$ cat src/rtl/inv_xcvr_pkg.sv
// Shared types for the inverting bus transceiver.
// Assumes nothing beyond the mode select encoding given in the brief.
package inv_xcvr_pkg;

    // Behaviour of one direction's storage element.
    typedef enum logic [1:0] {
        STG_PASS  = 2'd0,
        STG_LATCH = 2'd1,
        STG_REG   = 2'd2
    } stage_mode_e;

endpackage

$ cat src/rtl/inv_xcvr_mode_dec.sv
// Decodes the shared two-bit select into one storage behaviour per direction.
// Assumes sel[1] is SEL1 and sel[0] is SEL0; the decode is purely combinational.
module inv_xcvr_mode_dec
    import inv_xcvr_pkg::*;
(
    input  logic [1:0]  sel,
    output stage_mode_e mode_ab,
    output stage_mode_e mode_ba
);

    // Map each select setting onto a behaviour for each direction.
    always_comb begin
        unique case (sel)
            2'b00: begin mode_ab = STG_LATCH; mode_ba = STG_LATCH; end
            2'b01: begin mode_ab = STG_PASS;  mode_ba = STG_PASS;  end
            2'b10: begin mode_ab = STG_REG;   mode_ba = STG_REG;   end
            default: begin mode_ab = STG_REG; mode_ba = STG_LATCH; end
        endcase
    end

endmodule

$ cat src/rtl/inv_xcvr_stage.sv
// One direction's storage element with an inverting output.
// In register mode it captures when the strobe was low at the previous clock edge
// and is high at this one. In latch mode it captures at every edge with the strobe low,
// and its output is transparent while the strobe is low.
// Assumes the strobe is synchronous to clk.
module inv_xcvr_stage
    import inv_xcvr_pkg::*;
#(
    parameter int WIDTH = 9
) (
    input  logic             clk,
    input  logic             rst_n,
    input  stage_mode_e      mode,
    input  logic             le,
    input  logic [WIDTH-1:0] din,
    output logic [WIDTH-1:0] dout
);

    logic             le_q;
    logic             cap;
    logic [WIDTH-1:0] store_q;
    logic [WIDTH-1:0] chosen;

    // Remember the strobe level from the previous edge for rise detection.
    always_ff @(posedge clk) begin
        if (!rst_n) le_q <= 1'b1;
        else        le_q <= le;
    end

    // Decide whether the element loads the input at this edge.
    always_comb begin
        unique case (mode)
            STG_REG:   cap = le & ~le_q;
            STG_LATCH: cap = ~le;
            default:   cap = 1'b0;
        endcase
    end

    // Storage element, loaded with all ones by reset.
    always_ff @(posedge clk) begin
        if (!rst_n)   store_q <= '1;
        else if (cap) store_q <= din;
    end

    // Select the transparent input or the stored word.
    always_comb begin
        unique case (mode)
            STG_LATCH: chosen = le ? store_q : din;
            STG_REG:   chosen = store_q;
            default:   chosen = din;
        endcase
    end

    assign dout = ~chosen;

endmodule

$ cat src/rtl/inv_xcvr_bport.sv
// Open-collector B port model: per-line pull-low control and wired-AND resolution.
// Assumes drv_data is already inverted. A line pulls low where it is 0 and the port is enabled.
module inv_xcvr_bport #(
    parameter int WIDTH = 9
) (
    input  logic             en_hi,
    input  logic             en_lo_n,
    input  logic             term,
    input  logic [WIDTH-1:0] drv_data,
    input  logic [WIDTH-1:0] ext_pull,
    output logic [WIDTH-1:0] pull,
    output logic [WIDTH-1:0] level
);

    logic en;

    // Qualify the drivers with one active-high and one active-low enable.
    assign en = en_hi & ~en_lo_n;

    for (genvar i = 0; i < WIDTH; i++) begin : g_line
        // Pull a line low for a zero data bit; resolve it against the other agents.
        assign pull[i]  = en & ~drv_data[i];
        assign level[i] = term & ~pull[i] & ~ext_pull[i];
    end

endmodule

$ cat src/rtl/inv_bus_xcvr.sv
// Top of the inverting bus transceiver.
// Decodes the mode, then builds two storage stages and the B port.
// The A-to-B stage feeds the B pull-low control. The B-to-A stage takes the resolved
// B bus, so this device's own pull is visible on its A side.
// Assumes the strobes and enables are synchronous to clk.
module inv_bus_xcvr #(
    parameter int WIDTH = 9
) (
    input  logic             clk,
    input  logic             rst_n,
    input  logic [1:0]       sel,
    input  logic             le_ab,
    input  logic             le_ba,
    input  logic             oe_a,
    input  logic             oeb_hi,
    input  logic             oeb_lo_n,
    input  logic             bus_term,
    input  logic [WIDTH-1:0] a_in,
    input  logic [WIDTH-1:0] b_ext_pull,
    output logic [WIDTH-1:0] a_out,
    output logic             a_oe,
    output logic [WIDTH-1:0] b_pull,
    output logic [WIDTH-1:0] b_level
);

    import inv_xcvr_pkg::*;

    stage_mode_e      mode_ab;
    stage_mode_e      mode_ba;
    logic [WIDTH-1:0] ab_inv;
    logic [WIDTH-1:0] ba_inv;

    inv_xcvr_mode_dec u_dec (
        .sel     (sel),
        .mode_ab (mode_ab),
        .mode_ba (mode_ba)
    );

    inv_xcvr_stage #(.WIDTH(WIDTH)) u_stage_ab (
        .clk   (clk),
        .rst_n (rst_n),
        .mode  (mode_ab),
        .le    (le_ab),
        .din   (a_in),
        .dout  (ab_inv)
    );

    inv_xcvr_bport #(.WIDTH(WIDTH)) u_bport (
        .en_hi    (oeb_hi),
        .en_lo_n  (oeb_lo_n),
        .term     (bus_term),
        .drv_data (ab_inv),
        .ext_pull (b_ext_pull),
        .pull     (b_pull),
        .level    (b_level)
    );

    inv_xcvr_stage #(.WIDTH(WIDTH)) u_stage_ba (
        .clk   (clk),
        .rst_n (rst_n),
        .mode  (mode_ba),
        .le    (le_ba),
        .din   (b_level),
        .dout  (ba_inv)
    );

    // A port data and its drive enable.
    assign a_out = ba_inv;
    assign a_oe  = oe_a;

endmodule

$ cat config.mk
export PLATFORM = sky130hd
export DESIGN_NAME = inv_bus_xcvr
export DESIGN_NICKNAME = d
export VERILOG_FILES = /design/src/rtl/inv_xcvr_pkg.sv /design/src/rtl/inv_xcvr_mode_dec.sv /design/src/rtl/inv_xcvr_stage.sv /design/src/rtl/inv_xcvr_bport.sv /design/src/rtl/inv_bus_xcvr.sv
export SDC_FILE = /design/constraint.sdc
export NUM_CORES = 1
export LEC_CHECK = 0
export BUFFER_PORTS_ARGS = -buffer_cell sky130_fd_sc_hd__buf_4
export CORE_ASPECT_RATIO = 0.6
export CORE_MARGIN = 4
export CORE_UTILIZATION = 40
export DETAILED_ROUTE_END_ITERATION = 12
export PLACE_DENSITY = 0.75
export SLEW_MARGIN = 10
export SYNTH_ARGS = -nofsm -noshare
export SYNTH_HDL_FRONTEND = slang
export SYNTH_SLANG_ARGS = --single-unit
$ cat constraint.sdc
create_clock -name clk -period 1.9 [get_ports clk]
set_input_delay 0.475 -clock clk [delete_from_list [all_inputs] [get_ports clk]]
set_output_delay 0.475 -clock clk [all_outputs]
set_load 0.02 [all_outputs]
# Word level (Yosys, flattened, before mapping)

Cells that the tools add are included.

Bits in registers: 20
Output and inout bits: 28
Word-level logic and storage cells: 83
Input port bits: 28

Multiplexer cells: 8
Reduce and logical (&&, ||, !) cells: 1
Bitwise logic cells: 64
Eq/ne operators: 6

Operator list:

| kind                                                            | number |
|---|---|
| 9-bit case mux with 2 select lines                              | 2 |
| 1-bit NOT                                                       | 32 |
| 1-bit AND                                                       | 30 |
| 9-bit 2-to-1 mux                                                | 2 |
| 9-bit NOT                                                       | 2 |
| 2-bit case mux with 2 select lines                              | 2 |
| 2-bit by 1-bit == test with 1-bit output, second input constant | 3 |
| 2-bit == test, second input constant                            | 3 |
| 1-bit case mux with 2 select lines                              | 2 |
| 2-bit zero test                                                 | 1 |

# Logic depth before layout (Yosys ltp)

Gate-level depths: netlist of the first run.

Word-level depth: 13
Depth in mapped cells: 7
Mapped depth without buffers: 6

# Hierarchy

Synthesis of the first run repeated with hierarchy kept, for this count alone.

Cells, all modules: 152
Area, all modules: 1376.3 um^2

Modules (own cells, without submodules):

| module            | area an instance (um^2) | sequential area each (um^2) | cells an instance | instances |
|---|---|---|---|---|
| inv_xcvr_stage    | 553.0                   | 200.2                       | 62                | 2 |
| inv_xcvr_bport    | 197.7                   | 0.0                         | 19                | 1 |
| inv_xcvr_mode_dec | 65.1                    | 0.0                         | 8                 | 1 |
| inv_bus_xcvr      | 7.5                     | 0.0                         | 1                 | 1 |

# Worst setup path before layout of the first run

No wires, ideal clock.

Kind: in2out
Start point: in sel[0]
End point: out a_out[7]
Required time: 1425 ps
Arrival time: 1757 ps
Stages: 6
Path buffers: 0
Path slack: -332 ps
Cells stage by stage: inv_1 -> ha_1 -> nand2_1 -> a211oi_4 -> a22o_2 -> a2bb2oi_2

Cells in the longest elaborated chain, start to end: 13
Elaborated cells between the ends (all ways): 19
Those cells by class: eq/ne: 6; mux: 5; bitwise: 7; reduce/logical: 1

RTL lines:

| item                                                                        | line                    | RTL |
|---|---|---|
| from (decl)                                                                 | inv_bus_xcvr.sv:11      | `input logic [1:0] sel,` |
| 2-bit by 1-bit == test with 1-bit output or 2-bit zero test (tied branches) | inv_xcvr_mode_dec.sv:13 | `unique case (sel)` |
| 2-bit case mux with 2 select lines (*)                                      | inv_xcvr_mode_dec.sv:13 |  |
| 2-bit == test or 2-bit by 1-bit == test with 1-bit output (tied branches)   | inv_xcvr_stage.sv:47    | `unique case (mode)` |
| 9-bit case mux with 2 select lines (*)                                      | inv_xcvr_stage.sv:47    |  |
| 9-bit NOT (*)                                                               | inv_xcvr_stage.sv:54    | `assign dout = ~chosen;` |
| 1-bit NOT (*)                                                               | inv_xcvr_bport.sv:22    | `assign pull[i] = en & ~drv_data[i];` |
| 1-bit AND (*)                                                               | inv_xcvr_bport.sv:22    |  |
| via b_pull[7]                                                               | inv_bus_xcvr.sv:22      | `output logic [WIDTH-1:0] b_pull,` |
| 1-bit NOT (*)                                                               | inv_xcvr_bport.sv:23    | `assign level[i] = term & ~pull[i] & ~ext_pull[i];` |
| 1-bit AND (*) (2 in series)                                                 | inv_xcvr_bport.sv:23    |  |
| 9-bit 2-to-1 mux                                                            | inv_xcvr_stage.sv:48    | `STG_LATCH: chosen = le ? store_q : din;` |
| 9-bit case mux with 2 select lines (*)                                      | inv_xcvr_stage.sv:47    |  |
| 9-bit NOT (*)                                                               | inv_xcvr_stage.sv:54    |  |
| to (decl)                                                                   | inv_bus_xcvr.sv:20      | `output logic [WIDTH-1:0] a_out,` |

The timed path passes the listed nets; every way through them passes the cells marked *.

# Final worst setup path of the first run

Start point: in sel[0]
End point: out a_out[7]

Cells in the longest elaborated chain, start to end: 13
Elaborated cells between the ends (all ways): 19
Those cells by class: eq/ne: 6; mux: 5; bitwise: 7; reduce/logical: 1

RTL lines:

| item                                                                        | line |
|---|---|
| 2-bit by 1-bit == test with 1-bit output or 2-bit zero test (tied branches) | inv_xcvr_mode_dec.sv:13 |
| 2-bit case mux with 2 select lines                                          | inv_xcvr_mode_dec.sv:13 |
| 2-bit == test or 2-bit by 1-bit == test with 1-bit output (tied branches)   | inv_xcvr_stage.sv:47 |
| 9-bit case mux with 2 select lines                                          | inv_xcvr_stage.sv:47 |
| 9-bit NOT                                                                   | inv_xcvr_stage.sv:54 |
| 1-bit NOT                                                                   | inv_xcvr_bport.sv:22 |
| 1-bit AND                                                                   | inv_xcvr_bport.sv:22 |
| 1-bit NOT                                                                   | inv_xcvr_bport.sv:23 |
| 1-bit AND (2 in series)                                                     | inv_xcvr_bport.sv:23 |
| 9-bit 2-to-1 mux                                                            | inv_xcvr_stage.sv:48 |
| 9-bit case mux with 2 select lines (*)                                      | inv_xcvr_stage.sv:47 |
| 9-bit NOT (*)                                                               | inv_xcvr_stage.sv:54 |

Mark *: on every way between the ends. The rest lies on a longest branch, timed or not.

==> results of run 1 <==
==> registers in the layout (all words and copies together) (netlist names) <==
name,cells
u_stage_ab.store_q,9
u_stage_ba.store_q,9
u_stage_ba.le_q,1
u_stage_ab.le_q,1
==> metrics by stage <==
stage	hold WS, ns	std cells
after global routing	0.449	255
after floorplan	0.467	129
after detailed placement	0.497	246
after global placement	0.479	246
after CTS	0.438	253
final	0.430	255
==> power by group <==
group | switching (mW) | leakage, nW | internal [mW]
sequential | 0.0217 | 0.165 | 0.448
combinational | 0.291 | 0.861 | 0.354
clock | 0.162 | 0.0357 | 0.282
==> cells by family after synthesis <==
kind of cell / Yosys count
adders and majority gates: 4
muxes: 9
and+or+nand+nor: 54
buffers and inverters: 9
DFF: 20
AOI/OAI and AO/OA: 33
==> how the worst max path moves through the flow <==
| stage | slack (ns) | from | cells after the start | to |
|---|---|---|---|---|
| 2_1_floorplan | -0.21 | sel[1] | 6 | a_out[7] |
| 3_3_place_gp | -0.37 | sel[1] | 9 | b_level[6] |
| 3_5_place_dp | -0.43 | sel[1] | 9 | b_level[6] |
| 4_1_cts | -0.27 | sel[0] | 10 | b_level[3] |
| 5_1_grt | -0.32 | sel[0] | 9 | a_out[7] |
| 6_report | -0.28 | sel[0] | 9 | a_out[7] |
==> layer usage <==
metal | GRT usage (%) | vias to the layer above
li1 | - | 634
met4 | 8.14 | 0
met5 | 0 | -
met1 | 32.7 | 670
met2 | 43.8 | 48
met3 | 6.81 | 6
==> Yosys cell counts, drive strengths merged, types with 2 or more instances <==
cell type and number:
o2bb2a 8, ha 4, inv 4, nor2 11, a21oi 3, nand2 19, nand2b 22, dfxtp 20
o21ai 2, clkbuf 2, buf 3, mux2i 9, o311ai 9, a22o 9
==> area by class of cell <==
type | instances | area, um^2 | share of cell area, %
Timing Repair Buffer | 85 | 850 | 34.8
Sequential cell | 20 | 400 | 16.4
Inverter | 4 | 46.3 | 1.90
Multi-Input combinational cell | 100 | 1020 | 41.8
Clock buffer | 3 | 41.3 | 1.69
Clock inverter | 1 | 30.0 | 1.23
Tap cell | 42 | 52.6 | 2.15
==> what timing repair did <==
action / in CTS / in global routing
resized for setup: 39 / 4
buffers inserted: 3 / 2
setup endpoints to repair: 28 / 28
pin swaps: 11 / 5
==> worst max-delay path: cells and delay by family <==
family | cells | cell delay (ns)
AOI/OAI and AO/OA | 3 | 0.55
adders and majority gates | 1 | 0.15
buffers and inverters | 4 | 0.46
and+or+nand+nor | 1 | 0.05
==> results.md, run 1 <==
- Synthesis-stage register bit count: 20
- Slew HR: 78.0%
- Synth Instances: 129
- PwrDens: 639 nW/um^2
- Die X: 78.6 um
- Outcome: finished with violations
- Final critical-path required period: 2.18 ns
- Reg clk slew, reported paths: 0.09 ns
- Max-Cap Viols: 0
- Startpoint types: input port
- TritonRoute pass-1 iters: 4
- CP Max Fanout: 5
- Post-Synth XOR/XNOR Area: 0%
- Grt total ovfl: 0
- CP peak stage delay: 0.24 ns
- Achievable frequency: 459 MHz
- Setup_tns: -6.03 ns
- Placed inst area: 2150 um^2
- Max IR drop VDD: 0.403 mV
- Final antenna-violating net count: 0
- CTS tree: done
- CP dominant cell by count: buf_6
- Number of global-route vias before repair: 1,485
- Max H-tree Level: 1
- Reg2reg end: u_stage_ab.store_q[3]
- Met3 wire length: 283 um
- DRC viols: 0
- Failing checks: negative setup slack
- Routed WL per cell: 18.5 um
- Sequential cell area fraction in the yosys report: 33.5%
- Crit path kind: in -> out
- Pins Over Slew Limit: 0
- Die height: 50.4 um
- Synth-to-Final Area Change: 104%
- Initial Util: 41.7%
- Dpl ws: -0.429 ns
- Synth Area in Compound Gates: 27.7%
- Routed vias: 1,358
- Critical register-to-register path startpoint: u_stage_ab.le_q
- Async S/R FF share, synth: 0%
- Largest family of logic cells by synthesized area: compound AO/OA/AOI/OAI gates
- Length of routed met2 wiring: 2.31 mm
- Final WS setup: -0.277 ns
- Final GP Congestion: 0.792
- Count of flip-flops with a built-in enable after synthesis: 0
- Crit share post-route: 115%
- Most frequent cells in the layout: buf_4 (48), buf_6 (27), nand2b_1 (20), dfxtp_1 (20), nand2_1 (18)
- Syn_nets: 161
- Buffers on Ports: 53
- Ys flop type: dfxtp_1
- Io pins: 56
- Worst Path Arrival: 1.70 ns
- Largest net degree at the start of global routing: 21
- Post-DP HPWL: 3.24 mm
- Critical path endpoint category: output port
- WHS Endpoint: u_stage_ab.store_q[8]
- Hold_sp: a_in[8]
- First-pass GRT wire length: 7.72 mm
- Adder-cell area share of the yosys netlist: 4.18%
- Yosys cell types: 25
- Post-CTS Hold Fix Bufs: 0
- Final setup viols: 27
- Clk_lat worst skew: 0.27 ns
- Site Rows: 15
- Slew @ Worst Pin: 0.324 ns
- Hold depth: 3
- Clk sinks: 20
- Final wirelength: 4.72 mm
- ANT cells: 0
- Unrepaired setup endpoints after global routing: yes
- Reg2reg setup slack: 0.37 ns
- Yosys warnings: 0
- Most common cell after layout, fill and taps aside: buf_4
- DIE AREA: 3960 um^2
- Final Hold Viols: 0
- Synth top area share: 33.5%
- Crit path required time: 1.42 ns
- Layout fillers: 146
- Final Cell Area: 2440 um^2
- Initial antenna violation count: 0
- Layout cells sized above 1: 61.5%
- Slowest cell on the critical path: a211oi_4
- Root Buffer: clkbuf_8
- Mux share of post-synthesis cell area: 7.53%
- Clock Skew: 0.00920 ns
- Routed vias/inst: 5.33
- Highest metal layer with signal wires: met4
- Leakage: 1.06 nW
- Core ar.: 2870 um^2
- CTS buffer count: 3
- Wl on met1: 2.07 mm
- Cell Chain, Critical Path: buf_12, inv_12, ha_4, nand2_4, a211oi_4, buf_6, a22o_4, a2bb2oi_4, buf_6
- Mapped cell area: 1200 um^2
- Path depth of the worst reg2reg path: 5
- CTS Buffer Depth: 2
- Avg Inst Size Synth: 9.27 um^2
- Simple-gate portion of the synthesized area: 23.2%
- Final core utilization: 85.0%
- Power Total: 1.56 mW
- 1st-iter DRT viols: 42
- Hold WC Path Type: in -> reg
- Nets: 246
- Gr usage total: 26.0%
- Top cell type by total area after synthesis: dfxtp_1
- Top cells by area, synth: dfxtp_1 (33%), nand2b_1 (10%), a22o_2 (7.5%), mux2i_1 (7.5%), o2bb2a_1 (6.7%)
Note: power is estimated with default switching activity, not from simulation.
==> run 2: changes to the inputs <==
Settings changed: PLACE_DENSITY 0.75 to 0.78.
Clock period 1.9 ns to 2.08 ns, I/O delays scaled along.
==> run 2 against run 1 <==
Against the previous run:
- clock skew fell by 0.0064 ns
- first-iteration DRC count fell by 14%
- clock power fell by 41%
- count of clock-buffer cells in the layout did not move
- register-to-register slack improved by 0.28 ns
- power fell by 22%
- the run still ends with negative setup slack left
==> results.md, run 2 (synthesis gave the netlist of run 1 again) <==
- Final wirelength: 3.96 mm
- Most frequent cells in the layout: buf_4 (37), buf_6 (27), dfxtp_1 (20)
- Io pins: 56
- ANT cells: 0
- Final Hold Viols: 0
- Crit path kind: in -> out
- Final critical-path required period: 2.26 ns
- CTS Buffer Depth: 2
- Routed vias: 1,263
- Achievable frequency: 442 MHz
- Final GP Congestion: 0.770
- CTS tree: done
- Pins Over Slew Limit: 0
- Gr usage total: 21.6%
- Worst Path Arrival: 1.74 ns
- Clock power share: 21.4%
- Reg clk slew, reported paths: 0.07 ns
- Reg2reg setup slack: 0.65 ns
- Leakage: 1.01 nW
- Clock Skew: 0.00277 ns
- Die height: 50.4 um
- Crit path launch: sel[1]
- Grt total ovfl: 0
- Site Rows: 15
- Net Sw Power: 398 uW
- Final setup viols: 27
- Dpl ws: -0.389 ns
- Post-DP HPWL: 2.78 mm
- TritonRoute pass-1 iters: 4
- Startpoint types: input port
- Slew @ Worst Pin: 0.408 ns
- Largest net degree at the start of global routing: 21
- Met3 GRT Util: 6.27%
- Final WS setup: -0.184 ns
- Outcome: finished with violations
- Failing checks: negative setup slack
- DIE AREA: 3960 um^2
- Max-Cap Viols: 0
- Max H-tree Level: 1
- Clk_lat worst skew: 0.26 ns
- Initial Util: 41.7%
- DRC viols: 0
- PwrDens: 544 nW/um^2
- Power Total: 1.22 mW
- Root Buffer: clkbuf_8
- Unrepaired setup endpoints after global routing: yes
- Initial antenna violation count: 0
- Hold WC Path Type: in -> reg
- Final antenna-violating net count: 0
- Core ar.: 2870 um^2
- Nets: 230
- Crit share post-route: 109%
- Synth-to-Final Area Change: 88.2%
- Layout cells sized above 1: 60.7%
- Biggest regs: u_stage_ab.store_q: 9 flops, u_stage_ba.store_q: 9 flops
- 1st-iter DRT viols: 36
- Reg power frac: 35.0%
- Number of global-route vias before repair: 1,389
- Slew HR: 72.7%
- Met1 Resource Use GR: 27.4%
- Die X: 78.6 um
- First-pass GRT wire length: 6.62 mm
- Buffers on Ports: 53
- CTS buffer count: 3
- Crit path required time: 1.56 ns
- M2 GR Usage: 36.8%
- Most common cell after layout, fill and taps aside: buf_4
- Routed vias/inst: 5.31
- Logic pwr share: 43.6%
- Routed WL per cell: 16.7 um
- Critical register-to-register path startpoint: u_stage_ab.le_q
- Global route hottest layer: met2
- Pint: 826 uW
- Hold_sp: a_in[3]
- CP Max Fanout: 4
- Critical path endpoint category: output port
- Post-CTS Hold Fix Bufs: 0
- Max IR drop VDD: 0.392 mV
- Net Sw Frac: 32.5%
- Clk sinks: 20
==> run 2: cell types whose count changed in the layout (fill, tap and decap cells not counted), moves of 2 or more <==
| cell | previous run | this run |
|---|---|---|
| buf_4 | 48 | 37 |
| nor2_2 | 1 | 8 |
| nand2b_4 | 1 | 7 |
| nor2_4 | 8 | 1 |
| buf_8 | 3 | 1 |
| buf_12 | 7 | 4 |
| nand2b_1 | 20 | 14 |
==> run 2: cell type report <==
cell class                 instances  area, um^2
clock buffer                       3        41.3
multi-input combinational        100        1030
sequential                        20         400
tap                               42        52.6
inverter                           4        46.3
fill                             194         621
timing repair buffer              69         677
==> run 2: worst paths after layout <==
check | endpoint | depth (start not counted)
hold / removal | u_stage_ab.store_q[3] | 3
setup / recovery | a_out[1] | 9
setup reg to reg | u_stage_ab.store_q[5] | 5
hold reg to reg | u_stage_ab.store_q[3] | 2
==> run 2: critical path, cell delays in order <==
cell      delay [ns]
buf_12          0.10
inv_16          0.04
ha_4            0.16
nand2b_2        0.10
a21oi_4         0.07
buf_4           0.16
a22o_4          0.25
o2bb2a_4        0.22
buf_6           0.12
==> run 2: power groups by stage <==
stage | Clock, mW | Combinational [mW] | Sequential [mW]
2_1_floorplan | 0 | 0.283 | 0.432
3_3_place_gp | 0 | 0.446 | 0.435
3_5_place_dp | 0 | 0.456 | 0.436
4_1_cts | 0.259 | 0.530 | 0.428
5_1_grt | 0.278 | 0.567 | 0.430
6_report | 0.262 | 0.533 | 0.428
==> run 2: layer usage <==
metal,up-vias,routed length [um]
met3,8,255
met1,605,1710
met5,-,0
li1,604,-
met2,46,1950
met4,0,40
==> run 2: through the flow <==
step	instances	cell area [um^2]	setup TNS, ns	hold WS, ns	utilization, %
floorplan	129	1440	-0.796	0.467	-
global placement	230	1960	-7.21	0.477	68.4
detailed placement	230	1960	-8.30	0.487	68.4
CTS	238	2250	-2.48	0.492	78.2
global route	238	2250	-3.77	0.514	78.4
finish	238	2250	-2.69	0.491	78.4
==> run 2: timing repair <==
item	CTS	global route
resized for setup	45	1
hold endpoints to repair	0	0
buffers inserted	5	0
endpoints found under the setup margin	27	27
pin swaps	9	1
gates cloned	0	0
==> run 3: changes to the inputs <==
Settings changed: ABC_AREA set to 1, PLACE_DENSITY 0.78 to 0.77.
==> run 3 against run 2 <==
Against the previous run:
- the run still ends with negative setup slack left
- synthesized area increased by 9.7%
- synthesized cell count up 70%
- global-route usage fell by 0.48 points
- register-to-register slack gained 0.26 ns
- combinational power is 2% higher
- maximum frequency up 2.3%
- worst hold slack worse by 0.047 ns
- clock skew decreased by 0.0012 ns
- sequential power about the same
- count of clock-buffer cells in the layout is 1 higher
- critical path type unchanged
- largest cell class unchanged
==> results.md, run 3 <==
- Outcome: finished with violations
- Failing checks: negative setup slack
- Most common cell after layout, fill and taps aside: nand2_1
- Sequential cell area fraction in the yosys report: 30.5%
- Post-Synth XOR/XNOR Area: 0%
- TritonRoute pass-1 iters: 4
- Mapped cell area: 1310 um^2
- Final antenna-violating net count: 0
- Initial Util: 43.7%
- DIE AREA: 4290 um^2
- Setup_tns: -2.17 ns
- Path depth of the worst reg2reg path: 9
- Routed vias: 1,655
- Pins Over Slew Limit: 0
- Worst Path Arrival: 1.69 ns
- Gr usage total: 21.1%
- Die X: 82.0 um
- Hold WC Path Type: in -> reg
- Layout cells sized above 1: 49.5%
- Largest net degree at the start of global routing: 19
- Leakage: 1.18 nW
- Async S/R FF share, synth: 0%
- Max H-tree Level: 1
- Final Cell Area: 2340 um^2
- 1st-iter DRT viols: 150
- Critical register-to-register path startpoint: u_stage_ab.store_q[6]
- Most frequent cells in the layout: nand2_1 (48), buf_4 (43), buf_6 (25)
- Placed inst area: 1940 um^2
- Final critical-path required period: 2.21 ns
- Initial antenna violation count: 0
- Final Hold Viols: 0
- Reg2reg setup slack: 0.91 ns
- Achievable frequency: 452 MHz
- Slew @ Worst Pin: 0.534 ns
- Mux share of post-synthesis cell area: 0%
- Biggest regs: u_stage_ab.store_q: 9 flops, u_stage_ba.store_q: 9 flops
- Top cells by area, synth: dfxtp_1 (31%), nand2_1 (17%), nand3_1 (10%), inv_1 (9.2%), a21oi_1 (6.9%)
- Buffers on Ports: 53
- Simple-gate portion of the synthesized area: 39.6%
- Yosys warnings: 0
- Top cell type by total area after synthesis: dfxtp_1
- Ys flop type: dfxtp_1
- Synth Instances: 219
- CTS tree: done
- Crit path kind: in -> out
- Clock Skew: 0.00155 ns
- Final GP Congestion: 0.797
- Critical path endpoint category: output port
- Synthesis-stage register bit count: 20
- Reg clk slew, reported paths: 0.08 ns
- Startpoint types: input port
- Met1 Resource Use GR: 30.6%
- PwrDens: 542 nW/um^2
- Yosys cell types: 23
- Largest family of logic cells by synthesized area: simple AND/OR/NAND/NOR gates
- DRC viols: 0
- Grt total ovfl: 0
- Die height: 52.4 um
- Syn_nets: 251
- Crit path required time: 1.56 ns
- Met3 GRT Util: 4.47%
- CTS Buffer Depth: 2
- Site Rows: 15
- CTS buffer count: 3
- Synth Area in Compound Gates: 12.8%
- Hold_sp: rst_n
- Clk sinks: 20
- Core ar.: 3000 um^2
- First-pass GRT wire length: 6.98 mm
- Final wirelength: 4.48 mm
- Crit share post-route: 106%
- Final WS setup: -0.133 ns
- Number of global-route vias before repair: 1,498
- Commonest cells in the netlist: nand2_1 (61), inv_1 (32), nand3_1 (27), nor2_1 (21), dfxtp_1 (20)
- Slew HR: 64.2%
- Routed vias/inst: 4.97
- Max-Cap Viols: 0
- Adder-cell area share of the yosys netlist: 3.81%
- Synth-to-Final Area Change: 78.5%
- Max IR drop VDD: 0.304 mV
- Post-DP HPWL: 2.95 mm
- M2 GR Usage: 32.4%
- Count of flip-flops with a built-in enable after synthesis: 0
- ANT cells: 0
- Synth top area share: 30.5%
- Clk_lat worst skew: 0.26 ns
- Avg Inst Size Synth: 5.99 um^2
- Final setup viols: 27
- Global route hottest layer: met2
- CP Max Fanout: 6
- Nets: 324
- Reg2reg end: u_stage_ba.store_q[6]
- Count leader, synth: nand2_1
- WHS Endpoint: u_stage_ab.le_q
- Root Buffer: clkbuf_8
- Io pins: 56
- Unrepaired setup endpoints after global routing: yes
- Hold depth: 2
- Routed WL per cell: 13.5 um
[run 3: cell count changes in the layout (fill, tap and decap cells not counted), sizes merged, moves of 8 or more]
cell    before  now
nand2       19   65
nor2        11   22
nand2b      22    0
o21ai        2   12
mux2i        9    0
nor3         0    9
inv          4   34
o2bb2a       8    0
nand3        0   27
o311ai       9    0
a21oi        3   18
a22o         9    0
[run 3: where the power goes]
part | total, mW | internal, mW | switching (mW)
sequential | 0.425 | 0.413 | 0.0119
combinational | 0.542 | 0.242 | 0.300
clock | 0.302 | 0.169 | 0.133
total | 1.27 | 0.823 | 0.445
[run 3: cell type report]
type                       count  area [um^2]
clock buffer                   4         55.1
fill                         225          661
inverter                      36          145
multi-input combinational    159         1010
sequential                    20          400
tap                           42         52.6
timing repair buffer          72          674
[run 3: worst max path at each step]
stage / start / end / slack, ns / cells past startpoint
3_3_place_gp: sel[1] / a_out[6] / -0.23 / 12
3_5_place_dp: sel[1] / a_out[6] / -0.25 / 9
4_1_cts: sel[1] / a_out[6] / -0.12 / 13
6_report: sel[1] / a_out[6] / -0.13 / 13
2_1_floorplan: sel[1] / b_level[0] / 0.006 / 9
5_1_grt: sel[1] / a_out[6] / -0.22 / 13
[run 3: metrics by stage]
step	power (mW)	setup slack, ns	utilization (%)	cells	hold slack [ns]
after CTS	1.24	-0.115	74.9	330	0.442
after global routing	1.33	-0.217	78.0	333	0.445
after global placement	0.862	-0.229	64.6	318	0.452
final	1.27	-0.133	78.0	333	0.443
after floorplan	0.694	0.00640	-	219	0.440
after detailed placement	0.867	-0.250	64.6	318	0.456
[run 3: cells by family after synthesis]
family	Yosys count
DFF	20
and+or+nand+nor	123
adders and majority gates	4
buffers and inverters	42
AOI/OAI and AO/OA	30
[run 3: routing by layer]
metal / part of all wire [%] / up-vias
met3: 7.4 / 2
met2: 47 / 63
li1: - / 837
met4: 0.29 / 0
met5: 0 / -
met1: 46 / 753
[run 3: critical path: stages]
cell	delay, ns
buf_8	0.09
inv_8	0.04
ha_4	0.17
buf_12	0.13
buf_8	0.13
nor2_1	0.08
nand2_1	0.06
nand2_2	0.08
nand2_2	0.08
nand3_2	0.09
nand2_1	0.06
inv_2	0.05
buf_6	0.10
[run 3: repair_timing]
item	4_1_cts	5_1_grt
gates cloned	2	0
pin swaps	21	13
hold buffers	0	0
gates resized for setup	51	21
buffers inserted	6	3
endpoints found under the setup margin	27	27
